File: config.mk
export PLATFORM = sky130hd
export DESIGN_NAME = irq_sequencer
export DESIGN_NICKNAME = d
export VERILOG_FILES = /design/src/rtl/irq_seq_pkg.sv /design/src/rtl/irq_ret_stack.sv /design/src/rtl/irq_shadow.sv /design/src/rtl/irq_sequencer.sv
export SDC_FILE = /design/constraint.sdc
export NUM_CORES = 1
export LEC_CHECK = 0
export ABC_AREA = 1
export BUFFER_PORTS_ARGS = -buffer_cell sky130_fd_sc_hd__buf_2
export CAP_MARGIN = 10
export CORE_MARGIN = 10
export CORE_UTILIZATION = 45
export CTS_CLUSTER_SIZE = 25
export DETAILED_ROUTE_END_ITERATION = 8
export PLACE_DENSITY_LB_ADDON = 0.2
export SETUP_SLACK_MARGIN = 0.5
export SLEW_MARGIN = 10
export SYNTH_ARGS = -nofsm -noshare
export SYNTH_HDL_FRONTEND = slang
export SYNTH_SLANG_ARGS = --single-unit
File: constraint.sdc
create_clock -name clk -period 2.9 [get_ports clk]
set_input_delay 0.29 -clock clk [delete_from_list [all_inputs] [get_ports clk]]
set_output_delay 0.29 -clock clk [all_outputs]
set_load 0.02 [all_outputs]
File: src/rtl/irq_seq_pkg.sv
package irq_seq_pkg;

    localparam int WREG_W = 8;
    localparam int BANK_W = 5;
    localparam int STAT_W = 8;
    localparam int PTR_W  = 16;
    localparam int PCHI_W = 7;

    typedef struct packed {
        logic [WREG_W-1:0] wreg;
        logic [BANK_W-1:0] bank;
        logic [STAT_W-1:0] stat;
        logic [PTR_W-1:0]  ptr;
        logic [PCHI_W-1:0] pchi;
    } ctx_t;

    typedef enum logic [1:0] {
        SEQ_IDLE   = 2'd0,
        SEQ_LOAD   = 2'd1,
        SEQ_BUBBLE = 2'd2
    } seq_e;

endpackage

File: src/rtl/irq_ret_stack.sv
module irq_ret_stack #(
    parameter int PC_W  = 15,
    parameter int DEPTH = 16
) (
    input  logic            clk,
    input  logic            rst_n,
    input  logic            push_i,
    input  logic            pop_i,
    input  logic [PC_W-1:0] din_i,
    output logic [PC_W-1:0] top_o,
    output logic            ovf_o,
    output logic            unf_o
);
    localparam int AW = (DEPTH > 1) ? $clog2(DEPTH) : 1;
    localparam int CW = $clog2(DEPTH + 1);

    typedef struct packed {
        logic [DEPTH-1:0][PC_W-1:0] mem;
        logic [CW-1:0]              cnt;
        logic                       ovf;
        logic                       unf;
    } stk_t;

    stk_t s_d, s_q;
    logic [AW-1:0] top_idx;

    assign top_idx = AW'(s_q.cnt - CW'(1));
    assign top_o   = (s_q.cnt == '0) ? '0 : s_q.mem[top_idx];
    assign ovf_o   = s_q.ovf;
    assign unf_o   = s_q.unf;

    always_comb begin
        s_d = s_q;
        if (push_i) begin
            if (s_q.cnt == CW'(DEPTH)) begin
                s_d.ovf = 1'b1;                 // full: address dropped
            end else begin
                s_d.mem[AW'(s_q.cnt)] = din_i;
                s_d.cnt = s_q.cnt + CW'(1);
            end
        end else if (pop_i) begin
            if (s_q.cnt == '0) begin
                s_d.unf = 1'b1;
            end else begin
                s_d.cnt = s_q.cnt - CW'(1);
            end
        end
    end

    always_ff @(posedge clk) begin
        if (!rst_n) s_q <= '0;
        else        s_q <= s_d;
    end

endmodule

File: src/rtl/irq_shadow.sv
module irq_shadow
    import irq_seq_pkg::*;
(
    input  logic clk,
    input  logic rst_n,
    input  logic save_i,
    input  ctx_t ctx_i,
    input  logic gie_i,
    output ctx_t ctx_o,
    output logic gie_o
);
    typedef struct packed {
        ctx_t ctx;
        logic gie;
    } shd_t;

    shd_t s_d, s_q;

    always_comb begin
        s_d = s_q;
        if (save_i) begin
            s_d.ctx = ctx_i;
            s_d.gie = gie_i;
        end
    end

    always_ff @(posedge clk) begin
        if (!rst_n) s_q <= '0;
        else        s_q <= s_d;
    end

    assign ctx_o = s_q.ctx;
    assign gie_o = s_q.gie;

endmodule

File: src/rtl/irq_sequencer.sv
module irq_sequencer
    import irq_seq_pkg::*;
#(
    parameter int          NUM_SRC     = 4,
    parameter int          PC_W        = 15,
    parameter int          STACK_DEPTH = 16,
    parameter int unsigned VEC_ADDR    = 4
) (
    input  logic               clk,
    input  logic               rst_n,
    input  logic               boundary_i,
    input  logic [NUM_SRC-1:0] req_i,
    input  logic [NUM_SRC-1:0] clr_i,
    input  logic [NUM_SRC-1:0] en_i,
    input  logic               gie_wr_i,
    input  logic               gie_wdata_i,
    input  logic               retfie_i,
    input  logic [PC_W-1:0]    pc_i,
    input  logic [WREG_W-1:0]  wreg_i,
    input  logic [BANK_W-1:0]  bank_i,
    input  logic [STAT_W-1:0]  stat_i,
    input  logic [PTR_W-1:0]   ptr_i,
    input  logic [PCHI_W-1:0]  pchi_i,
    output logic [NUM_SRC-1:0] pend_o,
    output logic               gie_o,
    output logic               pc_load_o,
    output logic [PC_W-1:0]    pc_target_o,
    output logic               flush_o,
    output logic               ctx_restore_o,
    output logic [WREG_W-1:0]  wreg_o,
    output logic [BANK_W-1:0]  bank_o,
    output logic [STAT_W-1:0]  stat_o,
    output logic [PTR_W-1:0]   ptr_o,
    output logic [PCHI_W-1:0]  pchi_o,
    output logic               stk_ovf_o,
    output logic               stk_unf_o
);
    localparam logic [PC_W-1:0] VEC_PC = PC_W'(VEC_ADDR);

    typedef struct packed {
        seq_e               seq;
        logic [NUM_SRC-1:0] pend;
        logic               gie;
        logic               pc_load;
        logic               flush;
        logic               restore;
        logic [PC_W-1:0]    target;
    } seq_t;

    seq_t s_d, s_q;

    logic            qualified;
    logic            push, pop;
    logic [PC_W-1:0] stk_top;
    logic            shd_gie;
    ctx_t            ctx_in, ctx_saved;

    assign ctx_in = '{wreg: wreg_i, bank: bank_i, stat: stat_i, ptr: ptr_i, pchi: pchi_i};
    assign qualified = boundary_i && s_q.gie && (|(s_q.pend & en_i));

    always_comb begin
        s_d         = s_q;
        s_d.pc_load = 1'b0;
        s_d.restore = 1'b0;
        s_d.pend    = (s_q.pend & ~clr_i) | req_i;
        push        = 1'b0;
        pop         = 1'b0;
        unique case (s_q.seq)
            SEQ_IDLE: begin
                s_d.flush = 1'b0;
                if (retfie_i) begin
                    pop         = 1'b1;
                    s_d.seq     = SEQ_LOAD;
                    s_d.pc_load = 1'b1;
                    s_d.restore = 1'b1;
                    s_d.flush   = 1'b1;
                    s_d.target  = stk_top;
                    s_d.gie     = shd_gie;
                end else if (qualified) begin
                    push        = 1'b1;
                    s_d.seq     = SEQ_LOAD;
                    s_d.pc_load = 1'b1;
                    s_d.flush   = 1'b1;
                    s_d.target  = VEC_PC;
                    s_d.gie     = 1'b0;
                end else if (gie_wr_i) begin
                    s_d.gie = gie_wdata_i;
                end
            end
            SEQ_LOAD: begin
                s_d.seq   = SEQ_BUBBLE;
                s_d.flush = 1'b1;
            end
            SEQ_BUBBLE: begin
                s_d.seq   = SEQ_IDLE;
                s_d.flush = 1'b0;
            end
            default: begin
                s_d.seq   = SEQ_IDLE;
                s_d.flush = 1'b0;
            end
        endcase
    end

    always_ff @(posedge clk) begin
        if (!rst_n) s_q <= '0;
        else        s_q <= s_d;
    end

    irq_ret_stack #(
        .PC_W (PC_W),
        .DEPTH(STACK_DEPTH)
    ) u_stack (
        .clk   (clk),
        .rst_n (rst_n),
        .push_i(push),
        .pop_i (pop),
        .din_i (pc_i),
        .top_o (stk_top),
        .ovf_o (stk_ovf_o),
        .unf_o (stk_unf_o)
    );

    irq_shadow u_shadow (
        .clk   (clk),
        .rst_n (rst_n),
        .save_i(push),
        .ctx_i (ctx_in),
        .gie_i (s_q.gie),
        .ctx_o (ctx_saved),
        .gie_o (shd_gie)
    );

    assign pend_o        = s_q.pend;
    assign gie_o         = s_q.gie;
    assign pc_load_o     = s_q.pc_load;
    assign pc_target_o   = s_q.target;
    assign flush_o       = s_q.flush;
    assign ctx_restore_o = s_q.restore;
    assign wreg_o        = ctx_saved.wreg;
    assign bank_o        = ctx_saved.bank;
    assign stat_o        = ctx_saved.stat;
    assign ptr_o         = ctx_saved.ptr;
    assign pchi_o        = ctx_saved.pchi;

endmodule

==> results.sh, run 1 <==
export IMPL_dr_pass1_iters=6
export IMPL_stdcell_count=2531
export IMPL_crit_required_ns=3.35
export IMPL_ys_ff_latch=317
export IMPL_mostFrequentLayoutCells="nand2_1, nand3_1, dfxtp_1, a21oi_1, buf_2"
export IMPL_multi_input_area_um2=6760
export IMPL_wl_per_cell_um=19.3
export IMPL_grt_pass1_wl_mm=75.4
export IMPL_start_kind="flop"
export IMPL_critPathKind="reg2reg"
export IMPL_yosysSeqAreaShare_pct=44.1
export IMPL_r2r_start="u_stack.s_q[2]"
export IMPL_die_w_um=199
export IMPL_initial_utilization_pct=45.6
export IMPL_row_count=65
export IMPL_drv_cap=0
export IMPL_synth_cells=2053
export IMPL_hp_start="stat_i[3]"
export IMPL_num_vias=14300
export IMPL_synth_top_area_share_pct=44.1
export IMPL_dp_hpwl_mm=29.8
export IMPL_netlist_area_um2=14400
export IMPL_io_pins=146
export IMPL_final_util_pct=52.2
export IMPL_drt_total_wl_mm=48.9
export IMPL_netlist_top_cells_area="dfxtp_1, nand2_1, nand3_1, a21oi_1, clkbuf_1"
export IMPL_slew_violations=0
export IMPL_skew_ns=0.0221
export IMPL_grt_max_degree=108
export IMPL_worst_slew_margin_rel_pct=34.5
export IMPL_yosysWarnings=0
export IMPL_cts_made_buffers=37
export IMPL_antennaDiodeCount=0
export IMPL_setup_violations=0
export IMPL_root_buffer="clkbuf_16"
export IMPL_async_flop_share_pct=0
export IMPL_period_share_pct=78.1
export IMPL_endpoint_kind="flop"
export IMPL_vdd_drop_max_mv=0.939
export IMPL_syn_num_nets=2135
export IMPL_via_per_inst=5.64
export IMPL_power_density_nw_per_um2=968
export IMPL_synth_flop_cell="dfxtp_1"
export IMPL_grt_antenna_before_repair=0
export IMPL_cts_tree="built"
export IMPL_grt_util_all_layers_pct=23.9
export IMPL_synth_distinct_cells=25
export IMPL_drc=0
export IMPL_final_common_cell="nand2_1"
export IMPL_syn2layout_area_growth_pct=14.6
export IMPL_fmax_ghz=0.441
export IMPL_worstHoldPathType="in2reg"
export IMPL_gp_congestion=0.906
export IMPL_layout_nets=2183
export IMPL_crit_start="u_stack.s_q[2]"
export IMPL_antenna_left=0
export IMPL_tns_ns=0
export IMPL_port_buffers=145
export IMPL_htreeDepth=2
export IMPL_fill_cells=3070
export IMPL_p_leak_uw=0.00609
export IMPL_critPathMaxFanout=107
export IMPL_grt_overflow=0
export IMPL_die_area_um2=39500
export IMPL_place_ws_ns=0.650
export IMPL_worst_slack_ns=0.635
export IMPL_hold_viol_final=0
export IMPL_dp_cells=2434
export IMPL_synth_edf_count=0
export IMPL_first_iter_violations=1380
export IMPL_avgSynthCellArea_um2=7.00
export IMPL_cp_arrival_ns=2.71
export IMPL_clk_path_buf_depth=3
export IMPL_yosys_area_top_type="dfxtp_1"
export IMPL_outcome="complete, no violations"
export IMPL_drive_above_1_share_pct=13.3
export IMPL_dieHeight_um=199
export IMPL_rsz0062_at_grt="yes"
export IMPL_total_power_uw=16000
export IMPL_clk_pin_slew_ns=0.06
export IMPL_tightestPinTransition_ns=0.983
export IMPL_numClockSinks=317
export IMPL_grt_pass1_vias=13000
export IMPL_core_um2=31600
export IMPL_fin_crit_ns=2.27
export IMPL_register_area_um2=6350
export IMPL_clk_latency_ns=0.54
-- per-layer routing --
| metal | routed length, um | up-vias | GRT usage [%] | share of wire [%] |
|---|---|---|---|---|
| met1 | 20800 | 6657 | 31.7 | 43 |
| met4 | 1600 | 0 | 9.38 | 3.3 |
| met2 | 22000 | 626 | 37.2 | 45 |
| met3 | 4460 | 90 | 5.05 | 9.1 |
| met5 | 0 | - | 0 | 0 |
| li1 | - | 6902 | - | - |
-- critical path, cell delays in order (launching register included) --
cell and delay [ns]:
dfxtp_4 0.36, clkinv_2 0.09, buf_16 0.37, ha_1 0.26, inv_1 0.09, nor2_1 0.38
buf_4 0.30, nand3_1 0.11, a21oi_1 0.19
-- through the flow --
stage	hold WS, ns	cell area, um^2
after floorplan	0.407	14400
after global placement	0.442	14900
after detailed placement	0.441	14900
after CTS	0.000186	16500
after global routing	0.00671	16500
final	0.0113	16500
-- what timing repair did --
| item | in CTS | in global routing |
|---|---|---|
| setup endpoints to repair | 0 | 39 |
| gates resized for setup | 0 | 6 |
| hold endpoints to repair | 30 | 0 |
| hold buffers | 30 | 0 |
| setup buffers | 0 | 0 |
-- Yosys cell counts (14+ instances only) --
master    number
buf_4         30
dfxtp_1      317
nand2_1      579
nand3_1      355
nand4_1       61
buf_1         14
buf_2         44
inv_1         39
buf_6         18
nor3_1        16
o21ai_0       52
clkbuf_1     105
a21oi_1      278
nor2_1       105
-- state kept, by name, indices dropped and copies added (netlist names), 2 cells and up --
name and cells:
pc_target_o 15, pend_o 4, u_stack.s_q 245, s_q 2, u_shadow.ctx_o 44
-- final timing paths --
| kind | slack, ns | end | cells after the start |
|---|---|---|---|
| setup reg to reg | 0.63 | u_stack.s_q[102] | 8 |
| setup / recovery | 0.63 | u_stack.s_q[102] | 8 |
| hold / removal | 0.01 | u_shadow.ctx_o[26] | 3 |
| hold reg to reg | 0.45 | s_q[24] | 2 |
-- cell type report --
| cell class | count | share of cell area [%] |
|---|---|---|
| inverter | 47 | 1.18 |
| tap | 402 | 3.05 |
| timing repair buffer | 222 | 8.87 |
| sequential | 317 | 38.5 |
| clock inverter | 9 | 0.584 |
| multi-input combinational | 1476 | 41.0 |
| clock buffer | 58 | 6.77 |
-- cell families (layout without fill, tap and decap cells) --
kind of cell / Yosys count / count (layout) / synth area share [%]
flops: 317 / 317 / 44.1
fa+ha+maj: 5 / 5 / 0.435
xor+xnor: 6 / 6 / 0.418
buf+inv: 260 / 336 / 9.01
compound gates: 330 / 330 / 11.5
simple gates: 1135 / 1135 / 34.5
-- report_power, final --
| part | internal, uW | leakage (uW) | switching [uW] |
|---|---|---|---|
| Clock | 2750 | 0.000600 | 1880 |
| Combinational | 1750 | 0.00293 | 4820 |
| Sequential | 4520 | 0.00256 | 230 |
| Total | 9020 | 0.00609 | 6940 |
(Power assumes the default switching activity.)
==> run 2, diff against run 1 <==
Settings changed: ABC_AREA 1 to 0.
Clock period 2.9 ns to 2.22 ns, I/O delays scaled along.
==> results.sh, run 2 <==
export IMPL_io_pins=146
export IMPL_mostFrequentLayoutCells="dfxtp_1, mux2i_1, nor2_1, buf_2, nand2_1"
export IMPL_r2r_end="pc_target_o[2]"
export IMPL_die_area_um2=37400
export IMPL_power_density_nw_per_um2=853
export IMPL_synth_most_common_cell="dfxtp_1"
export IMPL_via_per_inst=5.50
export IMPL_total_power_uw=16100
export IMPL_min_delay_path_depth=4
export IMPL_skew_ns=0.0127
export IMPL_drt_total_wl_mm=43.6
export IMPL_start_kind="flop"
export IMPL_drv_cap=0
export IMPL_synthTopCellsByCount="dfxtp_1, mux2i_1, nor2_1"
export IMPL_largest_reg_flops=245
export IMPL_wl_per_cell_um=22.3
export IMPL_grt_util_all_layers_pct=20.4
export IMPL_vdd_drop_max_mv=0.600
export IMPL_drive_above_1_share_pct=37.4
export IMPL_slew_violations=0
export IMPL_clk_pin_slew_ns=0.06
export IMPL_gp_congestion=0.801
export IMPL_synth_top_area_share_pct=47.0
export IMPL_grt_max_degree=180
export IMPL_top_layer_used="met4"
export IMPL_p_leak_uw=0.00896
export IMPL_syn_num_nets=1398
export IMPL_setup_violations=0
export IMPL_grt_antenna_before_repair=1
export IMPL_row_count=63
export IMPL_num_vias=10800
export IMPL_tightestPinTransition_ns=0.894
export IMPL_critPathKind="reg2reg"
export IMPL_worst_slack_ns=0.254
export IMPL_root_buffer="clkbuf_16"
export IMPL_grt_pass1_vias=10300
export IMPL_outcome="complete, no violations"
export IMPL_endpoint_kind="flop"
export IMPL_path_buf_inv=2
export IMPL_dp_cells=1769
export IMPL_dr_pass1_iters=5
export IMPL_hold_viol_final=0
export IMPL_netlist_top_cells_area="dfxtp_1, mux2i_1, mux4_2, nor2_1, nand2_1"
export IMPL_worstHoldPathType="in2reg"
export IMPL_worst_slew_margin_rel_pct=40.4
export IMPL_cts_made_buffers=35
export IMPL_wl_met2_mm=21.2
export IMPL_antenna_left=0
export IMPL_final_common_cell="dfxtp_1"
export IMPL_port_buffers=145
export IMPL_synth_edf_count=0
export IMPL_met1_length_mm=19.0
export IMPL_grt_overflow=0
export IMPL_die_w_um=193
export IMPL_fmax_ghz=0.509
export IMPL_cts_tree="built"
export IMPL_fin_crit_ns=1.97
export IMPL_synth_distinct_cells=47
export IMPL_layout_nets=1623
export IMPL_yosysSeqAreaShare_pct=47.0
export IMPL_yosysWarnings=0
export IMPL_place_ws_ns=0.0474
export IMPL_hp_start="clr_i[0]"
export IMPL_grt_pass1_wl_mm=61.5
export IMPL_antennaDiodeCount=0
export IMPL_core_um2=29600
export IMPL_cp_arrival_ns=2.36
export IMPL_min_to="pend_o[0]"
export IMPL_clk_latency_ns=0.52
export IMPL_dp_hpwl_mm=22.0
export IMPL_critPathMaxFanout=7
export IMPL_initial_utilization_pct=45.6
export IMPL_rsz0062_at_grt="yes"
export IMPL_synth_cells=1316
export IMPL_period_share_pct=88.6
export IMPL_async_flop_share_pct=0
export IMPL_slowest_stage="mux4_2"
export IMPL_dr_wl_met3_mm=2.37
export IMPL_numClockSinks=317
export IMPL_crit_required_ns=2.61
export IMPL_dieHeight_um=193
export IMPL_avgSynthCellArea_um2=10.3
export IMPL_drc=0
export IMPL_rrSetupSlack_ns=0.25
export IMPL_synth_flop_cell="dfxtp_1"
export IMPL_netlist_area_um2=13500
export IMPL_cp_cell_sequence="clkinv_4 -> ha_4 -> buf_12 -> mux4_2 -> a2111oi_4 -> a2111oi_1"
export IMPL_tns_ns=0
export IMPL_ys_ff_latch=317
export IMPL_rr_worst_depth=6
export IMPL_top_register="u_stack.s_q"
export IMPL_yosys_area_top_type="dfxtp_1"
export IMPL_htreeDepth=2
export IMPL_first_iter_violations=724
export IMPL_max_stage_delay_ns=0.56
export IMPL_clk_path_buf_depth=3
export IMPL_fill_cells=2207
export IMPL_stdcell_count=1958
export IMPL_syn2layout_area_growth_pct=40.0
export IMPL_r2r_start="u_stack.s_q[2]"
export IMPL_cp_top_family="multiplexers"
export IMPL_final_util_pct=63.8
-- run 2: cell count changes in the layout (fill, tap and decap cells not counted), sizes merged, moves of 59 or more --
cell   before  now
nor2      110  228
a21oi     278   85
nand2     587  156
buf       192  251
mux4        0   60
nand3     361   15
mux2i       0  242
-- run 2: cells by family after synthesis --
kind of cell             after synthesis  synth area share [%]
adder cells (fa/ha/maj)                5                 0.463
AND/OR/NAND/NOR                      433                  14.1
flip-flops                           317                  47.0
XOR/XNOR                               3                 0.195
AO/OA/AOI/OAI                        119                  5.22
buffers and inverters                137                  5.14
multiplexers                         302                  27.9
-- run 2: area by class of cell --
type,count,area [um^2],area share [%]
Clock buffer,48,986,5.21
Clock inverter,16,255,1.35
Inverter,9,46.3,0.245
Multi-Input combinational cell,862,7560,40.0
Sequential cell,317,6370,33.7
Tap cell,390,488,2.58
Timing Repair Buffer,316,3210,17.0
-- run 2: worst reg2reg max path: stages, from the launching register on --
cell and delay [ns]:
dfxtp_4 0.38, clkinv_4 0.07, ha_4 0.28, buf_12 0.14, mux4_2 0.56, a2111oi_4 0.32
a2111oi_1 0.09
-- run 2: worst max path at each step --
stage	startpoint	end	slack [ns]	depth (start not counted)
2_1_floorplan	u_stack.s_q[2]	pc_target_o[2]	0.17	8
3_3_place_gp	u_stack.s_q[3]	pc_target_o[1]	0.07	6
3_5_place_dp	retfie_i	u_stack.s_q[151]	0.05	7
4_1_cts	u_stack.s_q[2]	pc_target_o[2]	0.29	6
5_1_grt	u_stack.s_q[2]	pc_target_o[0]	0.21	7
6_report	u_stack.s_q[2]	pc_target_o[2]	0.25	6
-- run 2: power breakdown --
part,total [uW],switching [uW],internal [uW]
Combinational,4010,2080,1920
Clock,6250,2410,3840
Sequential,5860,97.6,5770
Total,16100,4590,11500
-- run 2: repair_timing --
action                     CTS  global route
gates cloned                14            15
resized for setup           85           248
hold buffers                50             0
setup endpoints to repair  279           304
hold endpoints to repair    48             0
buffers inserted            28            18
pin swaps                   18           141
-- run 2: layer usage --
| layer | up-vias | global-route usage (%) |
|---|---|---|
| met5 | - | 0 |
| met4 | 0 | 6.21 |
| met3 | 71 | 4.01 |
| met2 | 328 | 33.3 |
| li1 | 5015 | - |
| met1 | 5347 | 26.8 |
-- run 2: stage by stage --
stage | hold WS [ns] | area, um^2
2_1_floorplan | 0.339 | 13800
3_3_place_gp | 0.435 | 14800
3_5_place_dp | 0.444 | 14800
4_1_cts | 0.00115 | 17500
5_1_grt | 0.0562 | 18900
6_report | 0.0194 | 18900
